==> src/rtl/evtc_pkg.sv <==
package evtc_pkg;
  localparam int unsigned LANE_W  = 8;
  localparam int unsigned SEL_LSB = 1;
  localparam int unsigned SEL_W   = 5;
  localparam logic [SEL_W-1:0] ID_CYCLES = 5'd1;
  localparam logic [SEL_W-1:0] ID_OFF    = 5'd0;
endpackage

==> src/rtl/evtc_ctrl_reg.sv <==
module evtc_ctrl_reg #(
  parameter int unsigned NUM_CNT = 4,
  parameter int unsigned DATA_W  = 32
) (
  input  logic              clk_i,
  input  logic              rst_ni,
  input  logic              we_i,
  input  logic [DATA_W-1:0] wdata_i,
  output logic [DATA_W-1:0] ctrl_o
);
  import evtc_pkg::*;

  function automatic logic [DATA_W-1:0] sel_mask();
    logic [DATA_W-1:0] m;
    m = '0;
    for (int n = 0; n < NUM_CNT; n++)
      for (int b = 0; b < SEL_W; b++)
        m[n*LANE_W + SEL_LSB + b] = 1'b1;
    return m;
  endfunction

  localparam logic [DATA_W-1:0] KEEP = sel_mask();

  always_ff @(posedge clk_i or negedge rst_ni) begin
    if (!rst_ni)   ctrl_o <= '0;
    else if (we_i) ctrl_o <= wdata_i & KEEP;
  end
endmodule

==> src/rtl/evtc_event_mux.sv <==
module evtc_event_mux #(
  parameter int unsigned NUM_EVT = 16
) (
  input  logic                       clk_i,
  input  logic                       rst_ni,
  input  logic [evtc_pkg::SEL_W-1:0] sel_i,
  input  logic [NUM_EVT-1:0]         evt_i,
  output logic                       hit_o
);
  import evtc_pkg::*;
  localparam int unsigned IDX_W = $clog2(NUM_EVT);

  logic [IDX_W-1:0] idx;
  logic             in_range;

  assign idx      = sel_i[IDX_W-1:0];
  assign in_range = (sel_i >> IDX_W) == '0;

  // cycles event needs no strobe; ids past the strobe vector never fire
  always_comb begin
    if (sel_i == ID_CYCLES)                 hit_o = 1'b1;
    else if (sel_i == ID_OFF || !in_range)  hit_o = 1'b0;
    else                                    hit_o = evt_i[idx];
  end

  AST_HIGH_ID_IDLE: assert property (@(posedge clk_i) disable iff (!rst_ni)
    !in_range |-> !hit_o);
endmodule

==> src/rtl/evtc_counter.sv <==
module evtc_counter #(
  parameter int unsigned CNT_W = 32
) (
  input  logic             clk_i,
  input  logic             rst_ni,
  input  logic             wr_en_i,
  input  logic [CNT_W-1:0] wr_data_i,
  input  logic             inc_i,
  output logic [CNT_W-1:0] cnt_o
);
  always_ff @(posedge clk_i or negedge rst_ni) begin
    if (!rst_ni)      cnt_o <= '0;
    else if (wr_en_i) cnt_o <= wr_data_i;   // write beats a coincident event
    else if (inc_i)   cnt_o <= cnt_o + 1'b1; // wraps silently
  end

  AST_WR_PRIO: assert property (@(posedge clk_i) disable iff (!rst_ni)
    wr_en_i |=> cnt_o == $past(wr_data_i));
  AST_STEP_WRAP: assert property (@(posedge clk_i) disable iff (!rst_ni)
    (!wr_en_i && inc_i) |=> cnt_o == CNT_W'($past(cnt_o) + 1'b1));
endmodule

==> src/rtl/evt_counter_bank.sv <==
module evt_counter_bank #(
  parameter int unsigned NUM_CNT     = 4,
  parameter int unsigned CNT_W       = 32,
  parameter int unsigned DATA_W      = 32,
  parameter int unsigned ADDR_W      = 12,
  parameter int unsigned NUM_EVT     = 16,
  parameter int unsigned CTRL_OFS    = 'h234,
  parameter int unsigned DATA_BASE   = 'h240,
  parameter int unsigned DATA_STRIDE = 'hC
) (
  input  logic              clk_i,
  input  logic              rst_ni,
  input  logic [NUM_EVT-1:0] evt_i,
  input  logic              reg_we_i,
  input  logic [ADDR_W-1:0] reg_addr_i,
  input  logic [DATA_W-1:0] reg_wdata_i,
  output logic [DATA_W-1:0] reg_rdata_o
);
  import evtc_pkg::*;

  localparam logic [ADDR_W-1:0] CTRL_ADDR = ADDR_W'(CTRL_OFS);

  function automatic logic [DATA_W-1:0] rsvd_mask();
    logic [DATA_W-1:0] m;
    m = '1;
    for (int n = 0; n < NUM_CNT; n++)
      for (int b = 0; b < SEL_W; b++)
        m[n*LANE_W + SEL_LSB + b] = 1'b0;
    return m;
  endfunction
  localparam logic [DATA_W-1:0] RSVD = rsvd_mask();

  logic                  ctrl_hit;
  logic [DATA_W-1:0]     ctrl_q;
  logic [NUM_CNT-1:0]    data_hit;
  logic [CNT_W-1:0]      cnt   [NUM_CNT];
  logic [DATA_W-1:0]     rd_or [NUM_CNT+1];
  logic                  hit_any;

  assign ctrl_hit = reg_addr_i == CTRL_ADDR;
  assign hit_any  = ctrl_hit | (|data_hit);

  evtc_ctrl_reg #(.NUM_CNT(NUM_CNT), .DATA_W(DATA_W)) u_ctrl (
    .clk_i   (clk_i),
    .rst_ni  (rst_ni),
    .we_i    (reg_we_i & ctrl_hit),
    .wdata_i (reg_wdata_i),
    .ctrl_o  (ctrl_q)
  );

  assign rd_or[0] = ctrl_hit ? ctrl_q : '0;

  for (genvar g = 0; g < NUM_CNT; g++) begin : g_cnt
    localparam logic [ADDR_W-1:0] MY_ADDR = ADDR_W'(DATA_BASE + g*DATA_STRIDE);
    logic [SEL_W-1:0] sel;
    logic             inc;

    assign data_hit[g] = reg_addr_i == MY_ADDR;
    assign sel         = ctrl_q[g*LANE_W + SEL_LSB +: SEL_W];

    evtc_event_mux #(.NUM_EVT(NUM_EVT)) u_mux (
      .clk_i  (clk_i),
      .rst_ni (rst_ni),
      .sel_i  (sel),
      .evt_i  (evt_i),
      .hit_o  (inc)
    );

    evtc_counter #(.CNT_W(CNT_W)) u_counter (
      .clk_i     (clk_i),
      .rst_ni    (rst_ni),
      .wr_en_i   (reg_we_i & data_hit[g]),
      .wr_data_i (CNT_W'(reg_wdata_i)),
      .inc_i     (inc),
      .cnt_o     (cnt[g])
    );

    assign rd_or[g+1] = rd_or[g] | (data_hit[g] ? DATA_W'(cnt[g]) : '0);

    AST_OFF_HOLD: assert property (@(posedge clk_i) disable iff (!rst_ni)
      (sel == ID_OFF && !(reg_we_i && data_hit[g])) |=> $stable(cnt[g]));
  end

  assign reg_rdata_o = rd_or[NUM_CNT];

  AST_UNMAPPED_ZERO: assert property (@(posedge clk_i) disable iff (!rst_ni)
    !hit_any |-> reg_rdata_o == '0);
  AST_RSVD_READ_ZERO: assert property (@(posedge clk_i) disable iff (!rst_ni)
    ctrl_hit |-> (reg_rdata_o & RSVD) == '0);
endmodule

==> config.mk <==
export PLATFORM = sky130hd
export DESIGN_NAME = evt_counter_bank
export DESIGN_NICKNAME = d
export VERILOG_FILES = /design/src/rtl/evtc_pkg.sv /design/src/rtl/evtc_ctrl_reg.sv /design/src/rtl/evtc_event_mux.sv /design/src/rtl/evtc_counter.sv /design/src/rtl/evt_counter_bank.sv
export SDC_FILE = /design/constraint.sdc
export NUM_CORES = 1
export LEC_CHECK = 0
export BUFFER_PORTS_ARGS = -buffer_cell sky130_fd_sc_hd__buf_4
export CAP_MARGIN = 10
export CORE_UTILIZATION = 40
export DETAILED_ROUTE_END_ITERATION = 10
export GPL_ROUTABILITY_DRIVEN = 0
export GPL_TIMING_DRIVEN = 0
export MAX_ROUTING_LAYER = met4
export PLACE_DENSITY_LB_ADDON = 0.2
export REMOVE_ABC_BUFFERS = 1
export SETUP_SLACK_MARGIN = 0.02
export SLEW_MARGIN = 30
export SYNTH_ARGS = -nofsm -noshare
export SYNTH_HDL_FRONTEND = slang
export SYNTH_SLANG_ARGS = --single-unit
==> constraint.sdc <==
create_clock -name clk_i -period 2.5 [get_ports clk_i]
set_clock_uncertainty 0.05 [all_clocks]
set_input_delay 0.25 -clock clk_i [delete_from_list [all_inputs] [get_ports clk_i]]
set_output_delay 0.25 -clock clk_i [all_outputs]
set_load 0.05 [all_outputs]
Yosys cells after proc, flatten, opt, wreduce, memory -nomap -nowiden:

Cells that the tools add are included.

* add/sub/neg operators: 4
* multipliers: 0
* divide/modulo/power cells: 0
* magnitude comparators: 4
* eq/ne operators: 9
* shift-type cells: 0
* multiplexer cells: 29
* bitwise gates (word level): 9
* reductions and logical operators: 20

Operators with widths (number)
* $mux W32: 12
* $add A32 B1 Y32 const B: 4
* $or A32 B32 Y32: 3
* $eq A12 B10 Y1 const B: 5
* $logic_not A5 Y1: 8
* $or A30 B32 Y32: 1
* $mux W30: 1
* $eq A5 B1 Y1 const B: 4
* $lt A4 B5 Y1 const B: 4
* $bmux W1 S4: 4
* $mux W1: 12
* $reduce_bool A2 Y1: 4
* $and A1 B1 Y1: 5
* $logic_not A1 Y1: 4
* $logic_or A1 B1 Y1: 4

* flip-flop bits (word level): 148
* latch bits: 0
* RAM bits: 0
* bits in read-only memories: 0
* bits of input ports: 63
* output and inout bits: 32
* word-level logic and storage cells: 80
* memories: 0

Longest topological paths before layout:

Gate-level depths: netlist of run 1.

* word-level depth: 7
* depth in mapped cells: 9
* depth with buffers taken out: 7

By module:

A second synthesis of run 1 with hierarchy kept.

* cell total of the unflattened synthesis: 1301
* area total of the unflattened synthesis: 11349.6 µm²

Modules (own cells, without submodules)
* evtc_counter: times used 4, cells each 219, area an instance 1966.9 µm², sequential area each 800.8 µm²
* evt_counter_bank: times used 1, cells each 282, area an instance 1929.4 µm², sequential area each 0.0 µm²
* evtc_ctrl_reg: times used 1, cells each 55, area an instance 917.1 µm², sequential area each 500.5 µm²
* evtc_event_mux: times used 4, cells each 22, area an instance 158.9 µm², sequential area each 0.0 µm²

Worst setup path before layout of run 1:

No wires, ideal clock.

* path kind: input -> output
* start: in reg_addr_i[1]
* end: out reg_rdata_o[10]
* arrival time: 2.050 ns
* data required time: 2.200 ns
* path slack: 0.150 ns
* stages: 6
* buffers on the path: 1
* cells stage by stage: nor4b_1 > nand3_1 > nor4_1 > clkbuf_1 > a22oi_1 > nand2_1

* word-level cells in the longest chain between the ends: 6
* elaborated cells on any way between the ends: 14
* classes of those cells: eq/ne (5); mux (5); bitwise (4)

Ends and longest elaborated chain
* from (decl): RTL line evt_counter_bank.sv:15 `input logic [ADDR_W-1:0] reg_addr_i,`
* $eq A12 B10 Y1 (on tied branches): RTL line evt_counter_bank.sv:40, evt_counter_bank.sv:58
* $mux W30 / $mux W32 (equally long branches): RTL line evt_counter_bank.sv:51, evt_counter_bank.sv:78
* $or A30 B32 Y32: RTL line evt_counter_bank.sv:78 `assign rd_or[g+1] = rd_or[g] | (data_hit[g] ? DATA_W'(cnt[g]) : '0);`
* $or A32 B32 Y32 (2 in a row): RTL line evt_counter_bank.sv:78
* $or A32 B32 Y32 *: RTL line evt_counter_bank.sv:78
* to (decl): RTL line evt_counter_bank.sv:17 `output logic [DATA_W-1:0] reg_rdata_o`

Every way passes the cells marked *; elsewhere a longest branch is shown, timed or not.

Worst setup path in the final report of run 1:

* start: reg u_ctrl.ctrl_o[9]
* end: reg g_cnt[1].u_counter.cnt_o[26]

* word-level cells in the longest chain between the ends: 5
* elaborated cells on any way between the ends: 8
* classes of those cells: eq/ne (1); mux (4); reduce/logical (3)

Ends and longest elaborated chain
* from (decl): RTL line evtc_ctrl_reg.sv:9 `output logic [DATA_W-1:0] ctrl_o`
* from (signal assigned): RTL line evtc_ctrl_reg.sv:26 `else if (we_i) ctrl_o <= wdata_i & KEEP;`
* $bmux W1 S4 / $logic_not A5 Y1 (equally long branches): RTL line evtc_event_mux.sv:23, evtc_event_mux.sv:22
* $mux W1 (not written as such) / $logic_or A1 B1 Y1 (equally long branches): RTL line evtc_event_mux.sv:23, evtc_event_mux.sv:22
* $mux W1: RTL line evtc_event_mux.sv:22 `else if (sel_i == ID_OFF || !in_range) hit_o = 1'b0;`
* $mux W1 *: RTL line evtc_event_mux.sv:21 `if (sel_i == ID_CYCLES) hit_o = 1'b1;`
* $reduce_bool A2 Y1 (no line) *
* to (signal assigned): RTL line evtc_counter.sv:13 `else if (wr_en_i) cnt_o <= wr_data_i;`
* to (signal assigned): RTL line evtc_counter.sv:14 `else if (inc_i) cnt_o <= cnt_o + 1'b1;`
* to (decl): RTL line evtc_counter.sv:9 `output logic [CNT_W-1:0] cnt_o`

Every way passes the cells marked *; elsewhere a longest branch is shown, timed or not. The select of a mux whose other input is x is not followed.
A chain may end at the register's enable or synchronous reset.

==> results of run 1 <==
## worst reg2reg max path, stage by stage (launching register included)
cell and delay (ps):
dfrtp_2 490, mux2i_1 180, a2111oi_4 530, a32o_2 330, buf_4 160, o21ai_1 110
or3_1 370, a31oi_1 180
## power by group through the flow
| stage | combinational (uW) | clock, uW | sequential, uW |
|---|---|---|---|
| final | 365 | 2650 | 2500 |
| after global routing | 395 | 2750 | 2510 |
| after CTS | 351 | 2660 | 2500 |
| after detailed placement | 334 | 0 | 2540 |
| after global placement | 321 | 0 | 2540 |
| after floorplan | 104 | 0 | 2520 |
## flip-flops by register name (all words and copies together) (netlist names)
name and cells:
g_cnt.u_counter.cnt_o 128, u_ctrl.ctrl_o 20
## placed cells by master (no fill, tap or decap), types with 4 or more instances in the layout
master	netlist	final
nand4_1	8	8
buf_6	1	11
clkbuf_16	0	17
o211ai_1	22	22
buf_16	0	5
mux4_2	4	4
o2111ai_1	51	50
nand3_1	21	18
diode_2	0	4
a22oi_1	47	45
inv_1	10	10
or4_1	10	9
and4_1	14	14
o31ai_1	7	7
xnor2_1	8	8
nor2_4	0	4
nor2_1	86	79
dfrtp_1	148	141
nand2_1	127	126
o21ai_0	97	96
ha_1	4	4
nor2b_1	11	8
xor2_1	81	81
and3_1	29	29
dfrtp_2	0	7
and2_1	16	13
mux2i_1	23	23
a21oi_1	33	33
buf_4	3	137
mux2_2	23	23
a222oi_1	20	20
or3_1	23	23
a31oi_1	32	32
## cell type report
type / count / area [um^2]
clock buffers: 20 / 457
multi-input cells: 849 / 5900
fillers: 2236 / 11500
repair buffers: 160 / 1390
flip-flops and latches: 148 / 3710
clock inverters: 9 / 131
well taps: 319 / 399
diodes: 4 / 10.0
inverters: 10 / 37.5
## worst max-delay path by stage
stage,start,end,slack [ps]
CTS,g_cnt[3].u_counter.cnt_o[4],g_cnt[3].u_counter.cnt_o[28],4
global placement,reg_addr_i[1],reg_rdata_o[29],-4140
finish,u_ctrl.ctrl_o[9],g_cnt[1].u_counter.cnt_o[26],10
floorplan,reg_addr_i[1],reg_rdata_o[0],-1590
detailed placement,u_ctrl.ctrl_o[1],g_cnt[0].u_counter.cnt_o[30],-750
global route,u_ctrl.ctrl_o[1],g_cnt[0].u_counter.cnt_o[30],-10
## routing by layer
metal	GRT usage, %	vias up	share of wire (%)	routed length, um
li1	-	4295	-	-
met1	39.1	4615	45	15400
met2	42.6	406	45	15700
met3	4.98	51	8.5	2960
met4	7.21	0	1.6	558
met5	-	-	0	0
## kinds of logic after synthesis
| group | Yosys count | synth area share, % |
|---|---|---|
| flops | 148 | 38.4 |
| simple gates | 368 | 18.8 |
| mux | 50 | 6.01 |
| compound gates | 334 | 24.3 |
| buf+inv | 90 | 3.86 |
| fa+ha+maj | 4 | 0.519 |
| xor+xnor | 89 | 8.09 |
## synthesized netlist by cell type (all sizes together), types with 2 or more instances
library cell | n | area share (%)
a2111oi | 4 | 0.75
a211oi | 4 | 0.31
a21oi | 33 | 1.7
a222oi | 20 | 2.1
a22o | 4 | 0.36
a22oi | 47 | 3.7
a2bb2oi | 2 | 0.18
a311oi | 4 | 0.36
a31oi | 32 | 2.1
a32o | 2 | 0.21
and2 | 16 | 1.0
and3 | 29 | 1.9
and4 | 14 | 1.3
buf | 16 | 0.95
clkbuf | 64 | 2.5
dfrtp | 148 | 38
ha | 4 | 0.52
inv | 10 | 0.39
mux2 | 23 | 2.7
mux2i | 23 | 2.4
mux4 | 4 | 0.93
nand2 | 127 | 4.9
nand2b | 3 | 0.19
nand3 | 21 | 1.1
nand4 | 8 | 0.52
nor2 | 86 | 3.4
nor2b | 11 | 0.71
nor3 | 4 | 0.21
nor4 | 5 | 0.39
nor4b | 4 | 0.43
o2111ai | 51 | 4.6
o211ai | 24 | 2.1
o21ai | 98 | 5.1
o31ai | 7 | 0.55
or2 | 4 | 0.26
or3 | 23 | 1.5
or4 | 10 | 0.78
xnor2 | 8 | 0.73
xor2 | 81 | 7.4
## stage by stage
| stage | total power (uW) | worst slack (ps) | hold WS, ps | util [%] | cell area (um^2) |
|---|---|---|---|---|---|
| final | 5520 | 13.4 | 26.3 | 51.1 | 12000 |
| after global routing | 5660 | -11.5 | 28.4 | 51.1 | 12000 |
| after CTS | 5510 | 3.54 | 16.8 | 49.3 | 11600 |
| after detailed placement | 2880 | -754 | 231 | 45.5 | 10700 |
| after global placement | 2860 | -4140 | 453 | 44.2 | 10400 |
| after floorplan | 2630 | -1590 | -95.6 | - | 9300 |
## what timing repair did
| item | CTS | global route |
|---|---|---|
| hold endpoints to repair | 75 | 0 |
| gates resized for setup | 25 | 44 |
| setup endpoints to repair | 170 | 66 |
| pin swaps | 9 | 16 |
| setup buffers | 25 | 23 |
| cloned | 1 | 3 |
| hold buffers | 1 | 0 |
==> results.md, run 1 <==
- Die Ht: 157 um
- Critical Path Sink Type: register
- CP Depth: 7
- CTS buffer count: 17
- Slew Limit Fails: 0
- Sw Share: 24.1%
- Worst-skew pair later-pin latency: 430 ps
- First-pass GRT wire length: 50,700 um
- Hold Path Class: primary input to register
- Cell Count, Final, Fillers Out: 1,519
- Slew @ Worst Pin: 847 ps
- Ys flop type: dfrtp_1
- DP HPWL: 23,500 um
- Worst path bufs/invs: 1
- Layout Nets: roughly 1,300
- Hold Path Depth: 3
- Vias in the first global route: 8,424
- Worst path cell trace: mux2i_1 -> a2111oi_4 -> a32o_2 -> buf_4 -> o21ai_1 -> or3_1 -> a31oi_1
- Synthesized area: 9640 um^2
- Final min period: 2490 ps
- Core Box Area: approximately 24,000 um^2
- Flop2flop setup slack: 10 ps
- FMAX: 402 MHz
- Yosys reg bits: around 150
- Largest net degree at the start of global routing: 77
- GRT Total Usage: 28.3%
- Clk sinks: 148
- Worst r2r src: u_ctrl.ctrl_o[9]
- Logic pwr share: 6.6%
- Post-Synthesis Cells: 1,083
- Final period util: 99.5%
- Crit path launch type: register
- DRC: 0
- Final setup fails: 0
- Via density: 6.17
- Initial Util: 40.9%
- Area growth from synthesis to layout: 24.9%
- Crit path max-delay family: compound AO/OA/AOI/OAI gates
- Critical path peak fanout: 8
- Max-cap violations: 0
- Initial antenna violation count: 5
- Total gr overflow: 0
- Max clock buf depth: 2
- Status: finished clean
- Arrival time worst endpoint: around 2800 ps
- Std cell rows: 56
- Setup Crit Path Kind: register to register
- CTS tree: built
- Worst Path Required: 2800 ps
- Avg Synthesized Cell Area: 8.90 um^2
- Pint: 4190 uW
- Slew HR: 43.4%
- Static Leak: 0.00509 uW
- Reg clk slew, reported paths: 60 ps
- Share of cells above drive strength 1: a little under a quarter
- Cell variety after synth: 54
- CP peak stage delay: approximately 530 ps
- ANT nets after route: 0
- Unrepaired setup endpoints after global routing: true
- Via Count: 9,367
- Post-synthesis async set-or-reset flop share: 100%
- Yosys warns: 0
- Port Buffers: slightly above 90
- Root Driver: clkbuf_16
- R2R Path End: g_cnt[1].u_counter.cnt_o[26]
- WHS Endpoint: g_cnt[2].u_counter.cnt_o[6]
- Final hold vios: 0
- Worst VDD drop: 0.350 mV
- PD cells: 459 nW/um^2
- Total wire length: between 30,000 and 40,000 um
- Switching pwr: 1330 uW
- Seq/Total Area, Yosys: 38.4%
- Placed insts: 1,434
- CP max-delay cell: a2111oi_4
- H-tree depth: 4
- DR iter-0 viols: 1,116
- # IOs: 95
- Hold_sp: reg_wdata_i[6]
- DR WL/cell: about 23 um
- R2R depth: 7
- Setup_tns: 0 ps
- Seq pwr share: about 45%
- Total iterations of the first detailed-routing run: 5
- Number of synthesized flops with an enable pin: 0
- Die area: 24,700 um^2
- Clk network pwr share: 48.1%
- Die width: around 160 um
Note: power is estimated with default switching activity, not from simulation.
==> inputs of run 2 (changes only) <==
--- a/config.mk
+++ b/config.mk
@@ -7,7 +7,7 @@
 export LEC_CHECK = 0
 export BUFFER_PORTS_ARGS = -buffer_cell sky130_fd_sc_hd__buf_4
 export CAP_MARGIN = 10
-export CORE_UTILIZATION = 40
+export CORE_UTILIZATION = 41
 export DETAILED_ROUTE_END_ITERATION = 10
 export GPL_ROUTABILITY_DRIVEN = 0
 export GPL_TIMING_DRIVEN = 0
@@ -18,4 +18,5 @@
 export SLEW_MARGIN = 30
 export SYNTH_ARGS = -nofsm -noshare
 export SYNTH_HDL_FRONTEND = slang
+export SYNTH_HIERARCHICAL = 1
 export SYNTH_SLANG_ARGS = --single-unit
==> run 2 against run 1 <==
  * The run now ends with negative setup slack left
  * Synthesized cell count is 20% higher
  * Cell area increased by 16%
  * Routed wire length up 15%
  * Sequential share of layout area shrank 4.3 points
  * Count of clock-buffer cells in the layout unchanged
  * Global-route usage down 0.12 points
  * First-iteration DRC count fell by 0.63%
  * Non-clock buffer count increased by 26
  * Clock power grew 11%
  * Flip-flop and latch count stayed put
  * Sequential power decreased by 2%
==> results.md, run 2 <==
- Most common cell after layout, fill and taps aside: nand2_1 (was dfrtp_1)
- Worst path cell trace: mux2i_1 -> nand3b_1 -> nand3_2 -> o41ai_4 -> buf_4 -> and4_4 -> nand4_4 -> or4_1 -> a31oi_1 (was mux2i_1 -> a2111oi_4 -> a32o_2 -> buf_4 -> o21ai_1 -> or3_1 -> a31oi_1)
- # IOs: 95 (unchanged)
- CTS buffer count: 17 (unchanged)
- Max clock buf depth: 2 (unchanged)
- CTS tree: built (unchanged)
- Fin Hold WS: 22.7 ps (was 26.3 ps)
- Largest registers: g_cnt.u_counter/cnt_o x128, u_ctrl/ctrl_o x20 (was g_cnt.u_counter.cnt_o x128, u_ctrl.ctrl_o x20)
- Total iterations of the first detailed-routing run: 5 (unchanged)
- Unrepaired setup endpoints after global routing: true (unchanged)
- Cells taking the most area after synthesis: dfrtp_1 (33%), nand2_1 (5.4%), a31oi_1 (5.1%) (was dfrtp_1 (38%), xor2_1 (7.4%), o21ai_0 (5.0%))
- Final setup fails: 41 (was 0)
- Die area: 28,400 um^2 (was 24,700 um^2)
- Post-synth top area share: 32.6% (was 38.4%)
- Top reg by flops: g_cnt.u_counter/cnt_o (was g_cnt.u_counter.cnt_o)
- Final instance area: 14,000 um^2 (was 12,000 um^2)
- Final Total Pwr: 5850 uW (was 5520 uW)
- Crit path max-delay family: simple AND/OR/NAND/NOR gates (was compound AO/OA/AOI/OAI gates)
- Die width: 168 um (was 157 um)
- Seq/Total Area, Yosys: 32.6% (was 38.4%)
- Cell variety after synth: 56 (was 54)
- Total wire length: 39,800 um (was 34,600 um)
- Yosys reg bits: 148 (unchanged)
- Most area-hungry cell type in the Yosys netlist: dfrtp_1 (unchanged)
- CP Depth: 9 (was 7)
- GRT Total Usage: 28.1% (was 28.3%)
- Diode count: 0 (was 4)
- Crit path launch type: register (unchanged)
- Violated checks: negative setup slack
- Avg Synthesized Cell Area: 8.72 um^2 (was 8.90 um^2)
- Root Driver: clkbuf_16 (unchanged)
- Arrival time worst endpoint: 3000 ps (was 2790 ps)
- Ys flop type: dfrtp_1 (unchanged)
- Setup crit start: u_ctrl/ctrl_o[18] (was u_ctrl.ctrl_o[9])
- Slew HR: 46.4% (was 43.4%)
- R2R depth: 9 (was 7)
- Dpl cell area: 12,000 um^2 (was 10,700 um^2)
- PD cells: 418 nW/um^2 (was 459 nW/um^2)
- Max-cap violations: 0 (unchanged)
- First-pass GRT wire length: 60,100 um (was 50,700 um)
- Std cell rows: 60 (was 56)
- Number of flip-flops in the largest register: 128 (unchanged)
- Status: complete, but fails checks (was finished clean)
- Initial antenna violation count: 0 (was 5)
- Largest net degree at the start of global routing: 71 (was 77)
- Final hold vios: 0 (unchanged)
- Via density: 6.43 (was 6.17)
- Post-synthesis async set-or-reset flop share: 100% (unchanged)
- Setup Crit Path Kind: register to register (unchanged)
- Clk sinks: 148 (unchanged)
- Final setup margin: -199 ps (was 13.4 ps)
- Worst VDD drop: 0.437 mV (was 0.350 mV)
- DR iter-0 viols: 1,109 (was 1,116)
- Critical path peak fanout: 7 (was 8)
- CP peak stage delay: 480 ps (was 530 ps)
- Initial Util: 42.0% (was 40.9%)
- CP max-delay cell: or4_1 (was a2111oi_4)
- DRC: 0 (unchanged)
- Core Box Area: 27,000 um^2 (was 23,500 um^2)
- Hold Path Class: primary input to register (unchanged)
- Final period util: 108% (was 99.5%)
- Area growth from synthesis to layout: 23.3% (was 24.9%)
- ANT nets after route: 0 (unchanged)
- DP HPWL: 25,100 um (was 23,500 um)
- Top-count cell post-synth: nand2_1 (was dfrtp_1)
- Port Buffers: 92 (was 93)
- Number of synthesized flops with an enable pin: 0 (unchanged)
- Post-Synthesis Cells: 1,301 (was 1,083)
- Fillers: 2,488 (was 2,236)
- Worst Setup EP: g_cnt[2].u_counter/cnt_o[21] (was g_cnt[1].u_counter.cnt_o[26])
- Most frequent cells in the layout: nand2_1 (158), buf_4 (149), dfrtp_1 (135) (was dfrtp_1 (141), buf_4 (137), nand2_1 (126))
- Critical Path Sink Type: register (unchanged)
- H-tree depth: 4 (unchanged)
- Yosys warns: 6 (was 0)
- Layout Nets: 1,487 (was 1,253)
- Worst r2r src: u_ctrl/ctrl_o[18] (was u_ctrl.ctrl_o[9])
- Slew Limit Fails: 0 (unchanged)
- Final min period: 2700 ps (was 2490 ps)
- Worst path bufs/invs: 1 (unchanged)
- Share of cells above drive strength 1: 27.8% (was 23.2%)
- DR WL/cell: 22.4 um (was 22.8 um)
- Synthesized area: 11,300 um^2 (was 9640 um^2)
- Worst Path Required: 2800 ps (about the same)
- Flop2flop setup slack: -200 ps (was 10 ps)
- Slew @ Worst Pin: 805 ps (was 847 ps)
- Reg clk slew, reported paths: 70 ps (was 60 ps)
- Total gr overflow: 0 (unchanged)
- Worst-skew pair later-pin latency: 440 ps (was 430 ps)
- Die Ht: 168 um (was 157 um)
- Static Leak: 0.00513 uW (was 0.00509 uW)
- FMAX: 371 MHz (was 402 MHz)
- Synth top cells by count: nand2_1 (162), dfrtp_1 (148), a31oi_1 (92), o21ai_0 (80), nor2_1 (69) (was dfrtp_1 (148), nand2_1 (127), o21ai_0 (97), nor2_1 (86), xor2_1 (81))
- Vias in the first global route: 10,500 (was 8,424)
- Via Count: 11,400 (was 9,367)
- R2R Path End: g_cnt[2].u_counter/cnt_o[21] (was g_cnt[1].u_counter.cnt_o[26])
run 2: cell count changes after synthesis, moves of 32 or more:
cell       delta
a22oi_1      -43
o31ai_1      +33
a31oi_1      +60
o2111ai_1    -51
or4_1        +38
nand4_1      +48
a21o_1       +32
xor2_1       -41
nor4b_1      +33
nand2_1      +35
run 2: cells by family after synthesis:
kind of cell             share of synthesized area [%]
other                                           0.0330
flip-flops                                        32.6
adder cells (fa/ha/maj)                          0.441
multiplexers                                      4.76
XOR/XNOR                                          3.70
buffers and inverters                             7.19
AND/OR/NAND/NOR                                   29.4
AO/OA/AOI/OAI                                     21.9
run 2: routing by layer:
metal | part of all wire (%) | global-route usage [%] | vias to the layer above
li1 | - | - | 5214
met1 | 44 | 37.2 | 5634
met2 | 46 | 42.7 | 464
met3 | 6.3 | 4.25 | 88
met4 | 3.7 | 12.2 | 0
met5 | 0 | - | -
run 2: worst min path at each step:
stage | end | startpoint | depth (start not counted)
2_1_floorplan | g_cnt[0].u_counter/cnt_o[0] | rst_ni | 0
3_3_place_gp | g_cnt[2].u_counter/cnt_o[0] | reg_wdata_i[0] | 3
3_5_place_dp | g_cnt[0].u_counter/cnt_o[27] | rst_ni | 1
4_1_cts | g_cnt[0].u_counter/cnt_o[0] | reg_wdata_i[0] | 3
5_1_grt | g_cnt[0].u_counter/cnt_o[11] | reg_wdata_i[11] | 3
6_report | g_cnt[1].u_counter/cnt_o[0] | reg_wdata_i[0] | 3
run 2: repair_timing:
action	in CTS	in global routing
resized for setup	72	92
pin swaps	76	34
endpoints found under the hold margin	81	0
setup endpoints to repair	158	112
hold buffers	1	0
setup buffers	64	15
cloned	11	3
run 2: layout make-up:
type | instances | area, um^2 | area share (%)
Clock buffer | 20 | 457 | 3.26
Sequential cell | 148 | 3720 | 26.6
Inverter | 25 | 109 | 0.778
Timing Repair Buffer | 186 | 1610 | 11.5
Tap cell | 341 | 427 | 3.05
Multi-Input combinational cell | 1038 | 7440 | 53.2
Timing Repair inverter | 4 | 27.5 | 0.197
Clock inverter | 12 | 201 | 1.44
run 2: through the flow:
stage / utilization (%) / worst slack (ps) / setup TNS (ps) / instances
after floorplan: - / -3090 / -140820 / 1201
after global placement: 43.6 / -5890 / -451070 / 1634
after detailed placement: 44.6 / -1430 / -89740 / 1649
after CTS: 50.1 / -96.7 / -881 / 1756
after global routing: 51.8 / -258 / -8360 / 1774
final: 51.8 / -199 / -2510 / 1774
run 2: power by group:
| group | switching (uW) | total [uW] | internal [uW] |
|---|---|---|---|
| logic | 291 | 446 | 155 |
| registers | 39.1 | 2460 | 2420 |
| clock network | 1110 | 2940 | 1830 |
run 2: tightest hold or removal path, delay by kind of cell:
| kind | cells | cell delay, ps |
|---|---|---|
| and+or+nand+nor | 1 | 50 |
| buffers and inverters | 1 | 110 |
| AOI/OAI and AO/OA | 1 | 60 |
==> inputs of run 3 (changes only) <==
--- a/config.mk
+++ b/config.mk
@@ -7,6 +7,7 @@
 export LEC_CHECK = 0
 export BUFFER_PORTS_ARGS = -buffer_cell sky130_fd_sc_hd__buf_4
 export CAP_MARGIN = 10
+export CORE_ASPECT_RATIO = 1.1
 export CORE_UTILIZATION = 41
 export DETAILED_ROUTE_END_ITERATION = 10
 export GPL_ROUTABILITY_DRIVEN = 0
==> run 3 against run 2 <==
  * The flow still finishes with violations (negative setup slack)
  * Hold slack improved by 8.0 ps
  * Non-clock buffer count increased by 5
  * Clock power about the same
  * Via count decreased by 0.29%
  * Routed wire length decreased by 0.39%
  * Die area about the same
  * Cell count increased by 1.1%
  * Total power about the same
  * Critical endpoint is now g_cnt[3].u_counter/cnt_o[25]
==> results.md, run 3 (synthesis gave the netlist of run 2 again) <==
- # IOs: 95 (unchanged)
- DR WL/cell: 22.1 um (was 22.4 um)
- Via density: 6.34 (was 6.43)
- Clk sinks: 148 (unchanged)
- Most common cell after layout, fill and taps aside: nand2_1 (unchanged)
- Flop2flop setup slack: -170 ps (was -200 ps)
- CTS tree: built (unchanged)
- Vias in the first global route: 10,600 (was 10,500)
- Die width: 161 um (was 168 um)
- DRC: 0 (unchanged)
- Setup Crit Path Kind: register to register (unchanged)
- Worst Path Required: 2780 ps (was 2800 ps)
- Dpl ws: -1360 ps (was -1430 ps)
- Hold Path Class: primary input to register (unchanged)
- Diode count: 0 (unchanged)
- Total gr overflow: 0 (unchanged)
- Die area: 28,400 um^2 (about the same)
- Core Box Area: 27,100 um^2 (was 27,000 um^2)
- Critical Path Sink Type: register (unchanged)
- Via Count: 11,400 (about the same)
- Max-cap violations: 0 (unchanged)
- Critical path peak fanout: 6 (was 7)
- FF+latch area: 3720 um^2 (unchanged)
- Slew Limit Fails: 0 (unchanged)
- FMAX: 375 MHz (was 371 MHz)
- Final period util: 107% (was 108%)
- Worst VDD drop: 0.423 mV (was 0.437 mV)
- Status: complete, but fails checks (unchanged)
- Violated checks: negative setup slack (unchanged)
- Unrepaired setup endpoints after global routing: true (unchanged)
- Port Buffers: 92 (unchanged)
- Largest net degree at the start of global routing: 71 (unchanged)
- Total wire length: 39,600 um (was 39,800 um)
- Total iterations of the first detailed-routing run: 5 (unchanged)
- Number of flip-flops in the largest register: 128 (unchanged)
- Std cell rows: 63 (was 60)
- Crit path launch type: register (unchanged)
- Share of cells above drive strength 1: 27.6% (was 27.8%)
- Layout Nets: 1,491 (was 1,487)
- Max clock buf depth: 2 (unchanged)
- Cell Count, Final, Fillers Out: 1,794 (was 1,774)
- Initial Util: 41.9% (was 42.0%)
- Final min period: 2670 ps (was 2700 ps)
- PD cells: 412 nW/um^2 (was 418 nW/um^2)
- Root Driver: clkbuf_16 (unchanged)
- Worst-skew pair later-pin latency: 430 ps (was 440 ps)
- Final setup fails: 44 (was 41)
- Area growth from synthesis to layout: 25.0% (was 23.3%)
- GRT Total Usage: 28.1% (about the same)
- Initial antenna violation count: 0 (unchanged)
- Reg clk slew, reported paths: 60 ps (was 70 ps)
- Static Leak: 0.00519 uW (was 0.00513 uW)
- H-tree depth: 4 (unchanged)
- Final setup margin: -167 ps (was -199 ps)
- Die Ht: 177 um (was 168 um)
- Area of the multi-input gates: 7530 um^2 (was 7440 um^2)
- First-pass GRT wire length: 60,000 um (was 60,100 um)
- Worst path cell trace: mux2i_1 -> a311oi_1 -> o211ai_1 -> o41ai_4 -> buf_4 -> and4_4 -> buf_6 -> nand4_1 -> or4_4 -> o311ai_2 (was mux2i_1 -> nand3b_1 -> nand3_2 -> o41ai_4 -> buf_4 -> and4_4 -> nand4_4 -> or4_1 -> a31oi_1)
- CP max-delay cell: dfrtp_2 (was or4_1)
- Placed insts: 1,665 (was 1,649)
- Arrival time worst endpoint: 2950 ps (was 3000 ps)
- DP HPWL: 25,000 um (was 25,100 um)
- Largest registers: g_cnt.u_counter/cnt_o x128, u_ctrl/ctrl_o x20 (unchanged)
- CP peak stage delay: 480 ps (about the same)
- Slew @ Worst Pin: 925 ps (was 805 ps)
- Slew HR: 38.3% (was 46.4%)
- CTS buffer count: 17 (unchanged)
- DR iter-0 viols: 1,127 (was 1,109)
- Fillers: 2,529 (was 2,488)
- Most frequent cells in the layout: nand2_1 (160), buf_4 (151), dfrtp_1 (135) (was nand2_1 (158), buf_4 (149), dfrtp_1 (135))
- ANT nets after route: 0 (unchanged)
- Final hold vios: 0 (unchanged)
- Top reg by flops: g_cnt.u_counter/cnt_o (unchanged)
==> run 3: layout make-up <==
type | instances | share of cell area, %
clock buffers | 24 | 3.40
clock inverters | 8 | 1.21
inverters | 25 | 0.741
multi-input cells | 1038 | 53.1
flip-flops and latches | 148 | 26.2
well taps | 357 | 3.15
repair buffers | 191 | 12.1
repair inverters | 3 | 0.141
==> run 3: final timing paths <==
| check | endpoint | cells past startpoint | from |
|---|---|---|---|
| setup / recovery | g_cnt[3].u_counter/cnt_o[25] | 10 | u_ctrl/ctrl_o[27] |
| hold / removal | g_cnt[0].u_counter/cnt_o[0] | 3 | reg_wdata_i[0] |
| setup reg to reg | g_cnt[3].u_counter/cnt_o[25] | 10 | u_ctrl/ctrl_o[27] |
| hold reg to reg | g_cnt[2].u_counter/cnt_o[25] | 2 | g_cnt[2].u_counter/cnt_o[25] |
| max in group asynchronous | u_ctrl/ctrl_o[11] | 3 | rst_ni |
| min in group asynchronous | g_cnt[0].u_counter/cnt_o[28] | 2 | rst_ni |
==> run 3: through the flow <==
stage | TNS, ps | power [uW] | instance area, um^2 | hold slack, ps | utilization [%]
global placement | -443790 | 2890 | 11800 | 461 | 43.5
floorplan | -140820 | 2610 | 10700 | -95.6 | -
CTS | -5190 | 5840 | 13600 | 23.5 | 50.1
detailed placement | -89850 | 2920 | 12100 | 110 | 44.5
global route | -9830 | 5980 | 14200 | 48.1 | 52.3
finish | -3190 | 5840 | 14200 | 30.7 | 52.3
==> run 3: repair_timing <==
action,CTS,global route
endpoints found under the hold margin,37,0
endpoints found under the setup margin,158,125
cloned,9,4
pin swaps,84,47
hold buffers,1,0
buffers inserted,63,21
gates resized for setup,74,93
==> run 3: power breakdown <==
group,switching [uW],internal (uW),leakage [uW]
Clock,1070,1860,0.000315
Combinational,295,160,0.00293
Sequential,39.5,2420,0.00195
==> run 3: routing by layer <==
metal	vias up	wire length (um)	GRT usage (%)	share of wire [%]
met5	-	0	-	0
li1	5214	-	-	-
met3	75	2240	3.19	5.7
met1	5616	17400	37.3	44
met4	0	1280	10.8	3.2
met2	462	18600	44.0	47
==> run 3: critical path: cells and delay by family (launching register included) <==
kind	cells	cell delay [ps]
compound gates	4	650
buf+inv	2	320
flops	1	480
mux	1	140
simple gates	3	910
